===== config.mk =====
export PLATFORM = sky130hd
export DESIGN_NAME = lbk_hdr_rewriter
export DESIGN_NICKNAME = d
export VERILOG_FILES = /design/src/rtl/lbk_pkg.sv /design/src/rtl/lbk_type_detect.sv /design/src/rtl/lbk_cfg_ctrl.sv /design/src/rtl/lbk_hdr_pipe.sv /design/src/rtl/lbk_hdr_rewriter.sv
export SDC_FILE = /design/constraint.sdc
export NUM_CORES = 1
export LEC_CHECK = 0
export ABC_AREA = 1
export BUFFER_PORTS_ARGS = -buffer_cell sky130_fd_sc_hd__buf_4
export CORE_UTILIZATION = 45
export CTS_BUF_LIST = sky130_fd_sc_hd__clkbuf_4
export DETAILED_ROUTE_END_ITERATION = 8
export GPL_TIMING_DRIVEN = 0
export PLACE_DENSITY = 0.68
export SLEW_MARGIN = 20
export SYNTH_ARGS = -nofsm -noshare
export SYNTH_HDL_FRONTEND = slang
export SYNTH_HIERARCHICAL = 1
export SYNTH_SLANG_ARGS = --single-unit

===== constraint.sdc =====
create_clock -name clk -period 2.2 [get_ports clk]
set_clock_uncertainty 0.1 [all_clocks]
set_input_delay 0.33 -clock clk [delete_from_list [all_inputs] [get_ports clk]]
set_output_delay 0.33 -clock clk [all_outputs]
set_load 0.1 [all_outputs]

===== src/rtl/lbk_pkg.sv =====
package lbk_pkg;
   localparam int unsigned LBK_FIELD_W = 12;
   typedef logic [LBK_FIELD_W-1:0] lbk_field_t;
endpackage


===== src/rtl/lbk_type_detect.sv =====
module lbk_type_detect #(
   parameter int unsigned DATA_W    = 32,
   parameter int unsigned TYPE_LSB  = 16,
   parameter int unsigned TYPE_W    = 4,
   parameter int unsigned LOOP_CODE = 10
) (
   input  logic              in_valid,
   input  logic              in_sop,
   input  logic [DATA_W-1:0] in_data,
   output logic              loop_hdr
);
   localparam logic [TYPE_W-1:0] CODE = TYPE_W'(LOOP_CODE);

   generate
      if (TYPE_W == 0 || TYPE_LSB + TYPE_W > DATA_W) begin : g_bad_field
         $error("lbk_type_detect: type field outside the word");
      end
      if (LOOP_CODE >= (1 << TYPE_W)) begin : g_bad_code
         $error("lbk_type_detect: loopback code does not fit the type field");
      end
   endgenerate

   logic [TYPE_W-1:0] type_field;
   assign type_field = in_data[TYPE_LSB +: TYPE_W];
   assign loop_hdr   = in_valid & in_sop & (type_field == CODE);
endmodule


===== src/rtl/lbk_cfg_ctrl.sv =====
module lbk_cfg_ctrl
   import lbk_pkg::*;
#(
   parameter lbk_field_t RESET_VALUE = '0
) (
   input  logic       clk,
   input  logic       rst_n,
   input  logic       cfg_we,
   input  lbk_field_t cfg_value,
   input  logic       loop_hdr,
   input  logic       tx_done,
   output lbk_field_t active,
   output logic       pending,
   output logic       collision_err
);
   lbk_field_t shadow_q;
   logic       shadow_vld_q;
   logic       busy;
   logic       release_now;

   assign busy        = pending | loop_hdr;
   assign release_now = tx_done & pending & ~loop_hdr;

   always_ff @(posedge clk) begin
      if (!rst_n) begin
         active        <= RESET_VALUE;
         shadow_q      <= '0;
         shadow_vld_q  <= 1'b0;
         pending       <= 1'b0;
         collision_err <= 1'b0;
      end else begin
         if (cfg_we && busy) begin
            collision_err <= 1'b1;
         end
         if (release_now) begin
            if (cfg_we) begin
               active <= cfg_value;
            end else if (shadow_vld_q) begin
               active <= shadow_q;
            end
            shadow_vld_q <= 1'b0;
         end else if (cfg_we && !busy) begin
            active <= cfg_value;
         end else if (cfg_we) begin
            shadow_q     <= cfg_value;
            shadow_vld_q <= 1'b1;
         end
         if (loop_hdr) begin
            pending <= 1'b1;
         end else if (tx_done) begin
            pending <= 1'b0;
         end
      end
   end

   assert_pend_set_R6: assert property (@(posedge clk) disable iff (!rst_n)
      loop_hdr |=> pending);
   assert_pend_clear_R6: assert property (@(posedge clk) disable iff (!rst_n)
      (pending && tx_done && !loop_hdr) |=> !pending);
   assert_value_hold_R8: assert property (@(posedge clk) disable iff (!rst_n)
      (pending && !tx_done) |=> $stable(active));
   assert_err_set_R8: assert property (@(posedge clk) disable iff (!rst_n)
      (cfg_we && (pending || loop_hdr)) |=> collision_err);
   assert_err_sticky_R10: assert property (@(posedge clk) disable iff (!rst_n)
      collision_err |=> collision_err);
   assert_idle_write_R7: assert property (@(posedge clk) disable iff (!rst_n)
      (cfg_we && !pending && !loop_hdr) |=> (active == $past(cfg_value)));
endmodule


===== src/rtl/lbk_hdr_pipe.sv =====
module lbk_hdr_pipe #(
   parameter int unsigned DATA_W      = 32,
   parameter int unsigned FIELD_W     = 12,
   parameter int unsigned PIPE_STAGES = 2
) (
   input  logic               clk,
   input  logic               rst_n,
   input  logic               in_valid,
   input  logic               in_sop,
   input  logic [DATA_W-1:0]  in_data,
   input  logic               rewrite,
   input  logic [FIELD_W-1:0] new_field,
   output logic               out_valid,
   output logic               out_sop,
   output logic [DATA_W-1:0]  out_data
);
   localparam int unsigned KEEP_W = DATA_W - FIELD_W;

   generate
      if (PIPE_STAGES < 1 || PIPE_STAGES > 8) begin : g_bad_depth
         $error("lbk_hdr_pipe: PIPE_STAGES must be 1..8");
      end
      if (FIELD_W == 0 || FIELD_W >= DATA_W) begin : g_bad_width
         $error("lbk_hdr_pipe: field must be narrower than the word");
      end
   endgenerate

   logic [PIPE_STAGES-1:0] vld_q;
   logic [PIPE_STAGES-1:0] sop_q;
   logic [DATA_W-1:0]      dat_q [PIPE_STAGES];
   logic [DATA_W-1:0]      first_word;

   assign first_word = rewrite ? {new_field, in_data[KEEP_W-1:0]} : in_data;

   always_ff @(posedge clk) begin
      if (!rst_n) begin
         vld_q[0] <= 1'b0;
         sop_q[0] <= 1'b0;
         dat_q[0] <= '0;
      end else begin
         vld_q[0] <= in_valid;
         sop_q[0] <= in_valid & in_sop;
         dat_q[0] <= first_word;
      end
   end

   generate
      for (genvar i = 1; i < PIPE_STAGES; i++) begin : g_delay
         always_ff @(posedge clk) begin
            if (!rst_n) begin
               vld_q[i] <= 1'b0;
               sop_q[i] <= 1'b0;
               dat_q[i] <= '0;
            end else begin
               vld_q[i] <= vld_q[i-1];
               sop_q[i] <= sop_q[i-1];
               dat_q[i] <= dat_q[i-1];
            end
         end
      end
   endgenerate

   assign out_valid = vld_q[PIPE_STAGES-1];
   assign out_sop   = sop_q[PIPE_STAGES-1];
   assign out_data  = dat_q[PIPE_STAGES-1];

   assert_low_bits_kept_R3: assert property (@(posedge clk) disable iff (!rst_n)
      (in_valid && rewrite) |=> (dat_q[0][KEEP_W-1:0] == $past(in_data[KEEP_W-1:0])));
   assert_plain_pass_R2: assert property (@(posedge clk) disable iff (!rst_n)
      (in_valid && !rewrite) |=> (dat_q[0] == $past(in_data)));
endmodule


===== src/rtl/lbk_hdr_rewriter.sv =====
module lbk_hdr_rewriter
   import lbk_pkg::*;
#(
   parameter int unsigned DATA_W      = 32,
   parameter int unsigned TYPE_LSB    = 16,
   parameter int unsigned TYPE_W      = 4,
   parameter int unsigned LOOP_CODE   = 10,
   parameter int unsigned PIPE_STAGES = 2,
   parameter lbk_field_t  RESET_VALUE = '0
) (
   input  logic                   clk,
   input  logic                   rst_n,
   input  logic                   in_valid,
   input  logic                   in_sop,
   input  logic [DATA_W-1:0]      in_data,
   input  logic                   cfg_we,
   input  logic [LBK_FIELD_W-1:0] cfg_value,
   input  logic                   tx_done,
   output logic                   out_valid,
   output logic                   out_sop,
   output logic [DATA_W-1:0]      out_data,
   output logic                   lb_pending,
   output logic [LBK_FIELD_W-1:0] lb_value,
   output logic                   collision_err
);
   localparam int unsigned KEEP_W = DATA_W - LBK_FIELD_W;

   generate
      if (TYPE_LSB + TYPE_W > KEEP_W) begin : g_type_overlap
         $error("lbk_hdr_rewriter: type field would be overwritten by the rewrite");
      end
   endgenerate

   logic       loop_hdr;
   lbk_field_t active;

   lbk_type_detect #(
      .DATA_W   (DATA_W),
      .TYPE_LSB (TYPE_LSB),
      .TYPE_W   (TYPE_W),
      .LOOP_CODE(LOOP_CODE)
   ) u_detect (
      .in_valid(in_valid),
      .in_sop  (in_sop),
      .in_data (in_data),
      .loop_hdr(loop_hdr)
   );

   lbk_cfg_ctrl #(
      .RESET_VALUE(RESET_VALUE)
   ) u_cfg (
      .clk          (clk),
      .rst_n        (rst_n),
      .cfg_we       (cfg_we),
      .cfg_value    (cfg_value),
      .loop_hdr     (loop_hdr),
      .tx_done      (tx_done),
      .active       (active),
      .pending      (lb_pending),
      .collision_err(collision_err)
   );

   lbk_hdr_pipe #(
      .DATA_W     (DATA_W),
      .FIELD_W    (LBK_FIELD_W),
      .PIPE_STAGES(PIPE_STAGES)
   ) u_pipe (
      .clk      (clk),
      .rst_n    (rst_n),
      .in_valid (in_valid),
      .in_sop   (in_sop),
      .in_data  (in_data),
      .rewrite  (loop_hdr),
      .new_field(active),
      .out_valid(out_valid),
      .out_sop  (out_sop),
      .out_data (out_data)
   );

   assign lb_value = active;

   assert_sop_needs_valid_R2: assert property (@(posedge clk) disable iff (!rst_n)
      out_sop |-> out_valid);
endmodule


==> results.tsv, run 1 <==
stage	metric	value	unit
run_status	outcome	finished clean	
critical_path	WS Path Type	in2reg	
detailed_routing	Initial DRC Count	66	
logic_synthesis	mean post-synth cell area	7.65	um^2
placement	Port Buffer Count	97	
timing	minimum clock period	1870	ps
clock_tree	clk sink count	95	
hold_path	Worst Hold Class	in2reg	
critical_path	slowest CP cell	nor2_1	
pwr	Power Density	771	mW/mm^2
floorplanning	Core ar.	0.00729	mm^2
detailed_routing	antenna viol nets, final	0	
clock_tree	# H-tree levels	3	
detailed_routing	Routed WL	7.26	mm
timing	Final Cycle Share	0.852	
critical_path	nature of the critical path endpoint	flop	
final_layout	share of layout cells above drive strength 1	0.259	
floorplanning	Die ar.	0.00795	mm^2
logic_synthesis	synth warn	6	
clock_tree	TritonCTS Buffers	9	
pwr	Pleak	2.60	nW
critical_path	Setup crit start kind	input pin	
floorplanning	Starting Density	0.469	
critical_path	CP Cell Sequence	buf_4 > or2_0 > nor2_1 > nor2_4 > nor2_4 > nand2_1 > buf_4 > nand2_1 > a21oi_1	
timing	endpoints failing hold	0	
final_layout	Final nets	632	
final_layout	P&R area growth vs syn	38.4	%
critical_path	Worst setup startpoint	in_data[18]	
logic_synthesis	synthesized net count	497	
final_layout	Fill cells	666	
critical_path	crit-path max FO	10	
timing	RSZ-0062 raised after global routing	false	
final_layout	most common cell after layout, fill and taps aside	nand2_1	
timing	Finish-stage setup viols	0	
clock_tree	Worst-Skew Late Latency	440	ps
detailed_routing	Wirelength per Cell	10.6	um
final_layout	most frequent cells in the layout	121 x nand2_1, 104 x buf_4, 95 x dfxtp_1	
clock_tree	Worst-path clk slew	140	ps
placement	global placement routability congestion	0.831	
critical_path	Crit path required time	2410	ps
hold_path	HP Start	in_data[26]	
placement	DP HPWL	5.05	mm
timing	Slew HR	0.364	
critical_path	max incr delay on CP	730	ps
floorplanning	I/O pin count	98	
detailed_routing	drt first pass iters	5	
global_route	GR Overflow Total	0	
floorplanning	DIE WIDTH	89.2	um
critical_path	Largest delay share family, worst path	simple AND/OR/NAND/NOR gates	
logic_synthesis	sequential-to-total area share from yosys stat	0.556	
pwr	total power	3.65	mW
flow_run	Max-cap violations	0	
critical_path	Worst Path Arrival	2090	ps
timing	pins over their slew limit	0	
pwr	peak supply drop	325	uV
global_route	pin count of the biggest net entering global routing	17	
clock_tree	Clock Path Buffers	2	
detailed_routing	DR DRC count	0	
floorplanning	die span in y	89.2	um
timing	fmax	534	MHz
placement	dpl ws	-168	ps
critical_path	Worst Path Buf+Inv	2	
logic_synthesis	Netlist cell types	18	
logic_synthesis	FF+latch count, synth	95	
detailed_routing	DR vias	2864	
critical_path	RR Startpoint	u_cfg/pending	
global_route	first-pass GRT wire length	11.4	mm
timing	Worst-Margin Slew	950	ps
logic_synthesis	Synth Cell Area	0.00342	mm^2
global_route	GR Util All Layers	0.192	
detailed_routing	via/cell ratio	4.17	
timing	post-route setup slack	326	ps
global_route	vias in the first global route	2532	
clock_tree	Setup Fix Bufs, Post-CTS	0	
clock_tree	clock root cell	clkbuf_4	
critical_path	flop-to-flop setup slack	680	ps
global_route	initial antenna violation count	0	
floorplanning	row count	31	
logic_synthesis	Cells after Synth	447	
final_layout	Antenna Cells	0	
clock_tree	CTS tree	yes	
-- Yosys cell counts (all sizes together) --
cell / count / area [um^2]
nand2: 126 / 485
nor3: 1 / 10.0
nand3: 24 / 120
nor2: 69 / 282
nand3b: 12 / 93.8
inv: 86 / 323
buf: 18 / 126
o21ai: 1 / 5.00
a21oi: 12 / 60.1
clkbuf: 2 / 7.51
or2: 1 / 6.26
dfxtp: 95 / 1900
-- sequential cells by signal, indices dropped and copies added (netlist names) --
signal / count
u_pipe/dat_q: 64
u_cfg/active: 12
u_cfg/shadow_q: 12
u_cfg/collision_err: 1
u_cfg/pending: 1
u_cfg/shadow_vld_q: 1
u_pipe/out_sop: 1
u_pipe/out_valid: 1
u_pipe/sop_q: 1
u_pipe/vld_q: 1
-- worst paths after layout --
kind / to / cells past startpoint
worst max-delay path: u_cfg/shadow_q[1] / 9
worst min-delay path: u_pipe/dat_q[0][26] / 3
worst max register to register: u_cfg/active[1] / 8
worst min register to register: u_pipe/dat_q[1][21] / 2
-- kinds of logic (layout without fill, tap and decap cells) --
group / count (synthesis) / after routing / share of synthesized area
AND/OR/NAND/NOR: 233 / 233 / 0.292
buffers and inverters: 106 / 246 / 0.134
AO/OA/AOI/OAI: 13 / 13 / 0.0190
flip-flops: 95 / 95 / 0.556
-- where the power goes --
part           internal, mW  total [mW]  switching, mW
Combinational         0.205       0.657          0.453
Sequential             1.80        1.82         0.0270
Clock                 0.598        1.17          0.571
Total                  2.60        3.65           1.05
-- final cells by class --
cell class	instances	area, um^2	share of cell area
multi-input combinational	246	1060	0.224
inverter	86	323	0.0682
tap	99	124	0.0262
timing repair buffer	124	998	0.211
sequential	95	1900	0.402
buffer	20	134	0.0283
clock inverter	6	118	0.0248
clock buffer	10	75.1	0.0159
-- timing repair --
| item | 4_1_cts | 5_1_grt |
|---|---|---|
| gates resized for setup | 0 | 0 |
| hold endpoints to repair | 27 | 0 |
| hold buffers | 27 | 0 |
-- metrics by stage --
step | hold slack [ps] | util | std cells | area, um^2 | setup TNS (ps)
6_report | 25.4 | 0.649 | 686 | 4740 | 0
5_1_grt | 1.08 | 0.649 | 686 | 4740 | 0
4_1_cts | 4.06 | 0.649 | 686 | 4740 | 0
3_5_place_dp | 295 | 0.586 | 643 | 4270 | -1960
3_3_place_gp | 292 | 0.586 | 643 | 4270 | -1490
2_1_floorplan | 286 | - | 447 | 3420 | 0
-- layer usage --
layer  vias to the layer above  wire [um]  GRT usage
li1                       1562          -          -
met4                         0        127     0.0938
met1                      1223       3210      0.230
met2                        67       3580      0.323
met3                        12        334     0.0462
met5                         -          0          0
-- worst min-delay path, stage by stage --
cell	delay (ps)
buf_4	80
nor2_1	30
nor2_1	80
Note: power is estimated with default switching activity, not from simulation.
==> run 2, diff against run 1 <==
SETUP_SLACK_MARGIN = 0.4   (was default)
SLEW_MARGIN = default   (was 20)
==> run 2 against run 1 <==
Compared with the run above: combinational power is essentially flat; largest power group unchanged; worst hold slack better by 6.6 ps; register-to-register slack improved by 70 ps; worst setup slack improved by 220 ps; utilization fell by 0.31 points; sequential power about the same; count of clock-buffer cells in the layout fell by 1; maximum frequency up 14%; clock power is 20% lower; first-iteration DRC count grew 100%; sequential share of layout area is 0.22 points higher; wire length fell by 2.0%.
==> results.tsv, run 2 (synthesis results as in run 1) <==
stage	metric	value	unit	change
final_layout	max FFs per register	64		unchanged
detailed_routing	DR DRC count	0		unchanged
final_layout	final non-filler cell total	688		was 686
placement	Cell Area, Placed	0.00428	mm^2	was 0.00427 mm^2
critical_path	WS Path Type	in2reg		unchanged
hold_path	hold depth	3		unchanged
pwr	total power	3.42	mW	was 3.65 mW
global_route	pin count of the biggest net entering global routing	18		was 17
placement	DP HPWL	5.04	mm	was 5.05 mm
detailed_routing	Initial DRC Count	133		was 66
global_route	first-pass GRT wire length	11.5	mm	was 11.4 mm
critical_path	Setup crit start kind	input pin		unchanged
final_layout	Antenna Cells	0		unchanged
clock_tree	CTS tree	yes		unchanged
detailed_routing	DR vias	2903		was 2864
floorplanning	die span in y	89.2	um	unchanged
timing	pins over their slew limit	0		unchanged
critical_path	crit-path max FO	10		unchanged
final_layout	share of layout cells above drive strength 1	0.261		was 0.259
final_layout	Final nets	634		was 632
detailed_routing	antenna viol nets, final	0		unchanged
final_layout	P&R area growth vs syn	37.8	%	was 38.4%
detailed_routing	Wirelength per Cell	10.3	um	was 10.6 um
timing	RSZ-0062 raised after global routing	false		unchanged
timing	fmax	606	MHz	was 534 MHz
final_layout	post-route cell area	0.00471	mm^2	was 0.00474 mm^2
placement	Port Buffer Count	97		unchanged
timing	minimum clock period	1650	ps	was 1870 ps
timing	Setup TNS Final	0	ps	unchanged
floorplanning	DIE WIDTH	89.2	um	unchanged
timing	Hold WS	31.9	ps	was 25.4 ps
pwr	Power Density	726	mW/mm^2	was 771 mW/mm^2
floorplanning	I/O pin count	98		unchanged
clock_tree	Setup Fix Bufs, Post-CTS	0		unchanged
hold_path	Worst Hold Class	in2reg		unchanged
detailed_routing	via/cell ratio	4.22		was 4.17
detailed_routing	drt first pass iters	4		was 5
final_layout	largest registers	u_pipe/dat_q x64, u_cfg/active x12, u_cfg/shadow_q x12		unchanged
critical_path	nature of the critical path endpoint	flop		unchanged
final_layout	most common cell after layout, fill and taps aside	nand2_1		unchanged
final_layout	Biggest register	u_pipe/dat_q		unchanged
global_route	GR Util All Layers	0.189		was 0.192
pwr	Pleak	2.58	nW	was 2.60 nW
run_status	outcome	finished clean		unchanged
final_layout	Fill cells	687		was 666
floorplanning	Core ar.	0.00729	mm^2	unchanged
critical_path	Worst Path Arrival	1850	ps	was 2090 ps
critical_path	Crit path required time	2400	ps	was 2410 ps
clock_tree	Clock Path Buffers	2		unchanged
floorplanning	Die ar.	0.00795	mm^2	unchanged
floorplanning	Starting Density	0.469		unchanged
timing	Final Cycle Share	0.749		was 0.852
timing	Slew HR	0.614		was 0.364
placement	Inst Count DP	643		unchanged
critical_path	Worst R2R Path Depth	6		was 8
clock_tree	post-cts gate resize count	0		unchanged
floorplanning	row count	31		unchanged
flow_run	Max-cap violations	0		unchanged
final_layout	most frequent cells in the layout	121 x nand2_1, 104 x buf_4, 94 x dfxtp_1		was 121 x nand2_1, 104 x buf_4, 95 x dfxtp_1
timing	Finish-stage setup viols	0		unchanged
clock_tree	TritonCTS Buffers	9		unchanged
clock_tree	# hold bufs at CTS	27		unchanged
clock_tree	clk sink count	95		unchanged
global_route	initial antenna violation count	0		unchanged
clock_tree	# H-tree levels	3		unchanged
placement	global placement routability congestion	0.834		was 0.831
timing	Worst-Margin Slew	578	ps	was 950 ps
clock_tree	clock root cell	clkbuf_4		unchanged
global_route	vias in the first global route	2548		was 2532
global_route	GR Overflow Total	0		unchanged
detailed_routing	Routed WL	7.11	mm	was 7.26 mm
clock_tree	Worst-Skew Late Latency	420	ps	was 440 ps
pwr	peak supply drop	285	uV	was 325 uV
clock_tree	Worst-path clk slew	140	ps	about the same
timing	endpoints failing hold	0		unchanged
## run 2: cell count changes in the layout (fill, tap and decap cells not counted), sizes merged
cell,delta
dlygate4sd3,+2
clkbuf,-1
bufinv,-2
inv,+2
clkinvlp,+1
## run 2: final timing paths
check	from	endpoint	slack, ps
setup / recovery	in_data[18]	u_cfg/shadow_q[10]	550
hold / removal	in_data[26]	u_pipe/dat_q[0][26]	30
hold reg to reg	u_pipe/vld_q[0]	u_pipe/out_valid	310
setup reg to reg	u_cfg/pending	u_cfg/active[0]	750
## run 2: power breakdown
| group | internal [mW] | total, mW | leakage, nW | switching, mW |
|---|---|---|---|---|
| registers | 1.80 | 1.82 | 0.784 | 0.0274 |
| logic | 0.207 | 0.659 | 1.73 | 0.452 |
| clock network | 0.360 | 0.937 | 0.0749 | 0.576 |
| total | 2.36 | 3.42 | 2.58 | 1.06 |
## run 2: critical path: stages
cell     delay [ps]
buf_4           120
or2_0           220
nor2_2          480
nor2_4           90
nor2_4          180
nand2_1         120
buf_4           190
nand2_1          60
a21oi_1          50
## run 2: through the flow
stage | util | setup slack, ps
global placement | 0.586 | 126
CTS | 0.644 | 576
finish | 0.646 | 551
detailed placement | 0.586 | 103
global route | 0.646 | 454
floorplan | - | 477
## run 2: final cells by class
type / instances / area [um^2] / share of cell area
plain buffers: 20 / 134 / 0.0284
well taps: 99 / 124 / 0.0263
flip-flops and latches: 95 / 1900 / 0.404
clock buffers: 9 / 67.6 / 0.0143
multi-input cells: 246 / 1060 / 0.226
inverters: 86 / 323 / 0.0685
clock inverters: 7 / 78.8 / 0.0167
repair buffers: 126 / 1020 / 0.216
## run 2: layer usage
metal / part of all wire / GRT usage
met4: 0.0096 / 0.0779
met2: 0.49 / 0.312
met3: 0.042 / 0.0351
met1: 0.46 / 0.246
met5: 0 / 0
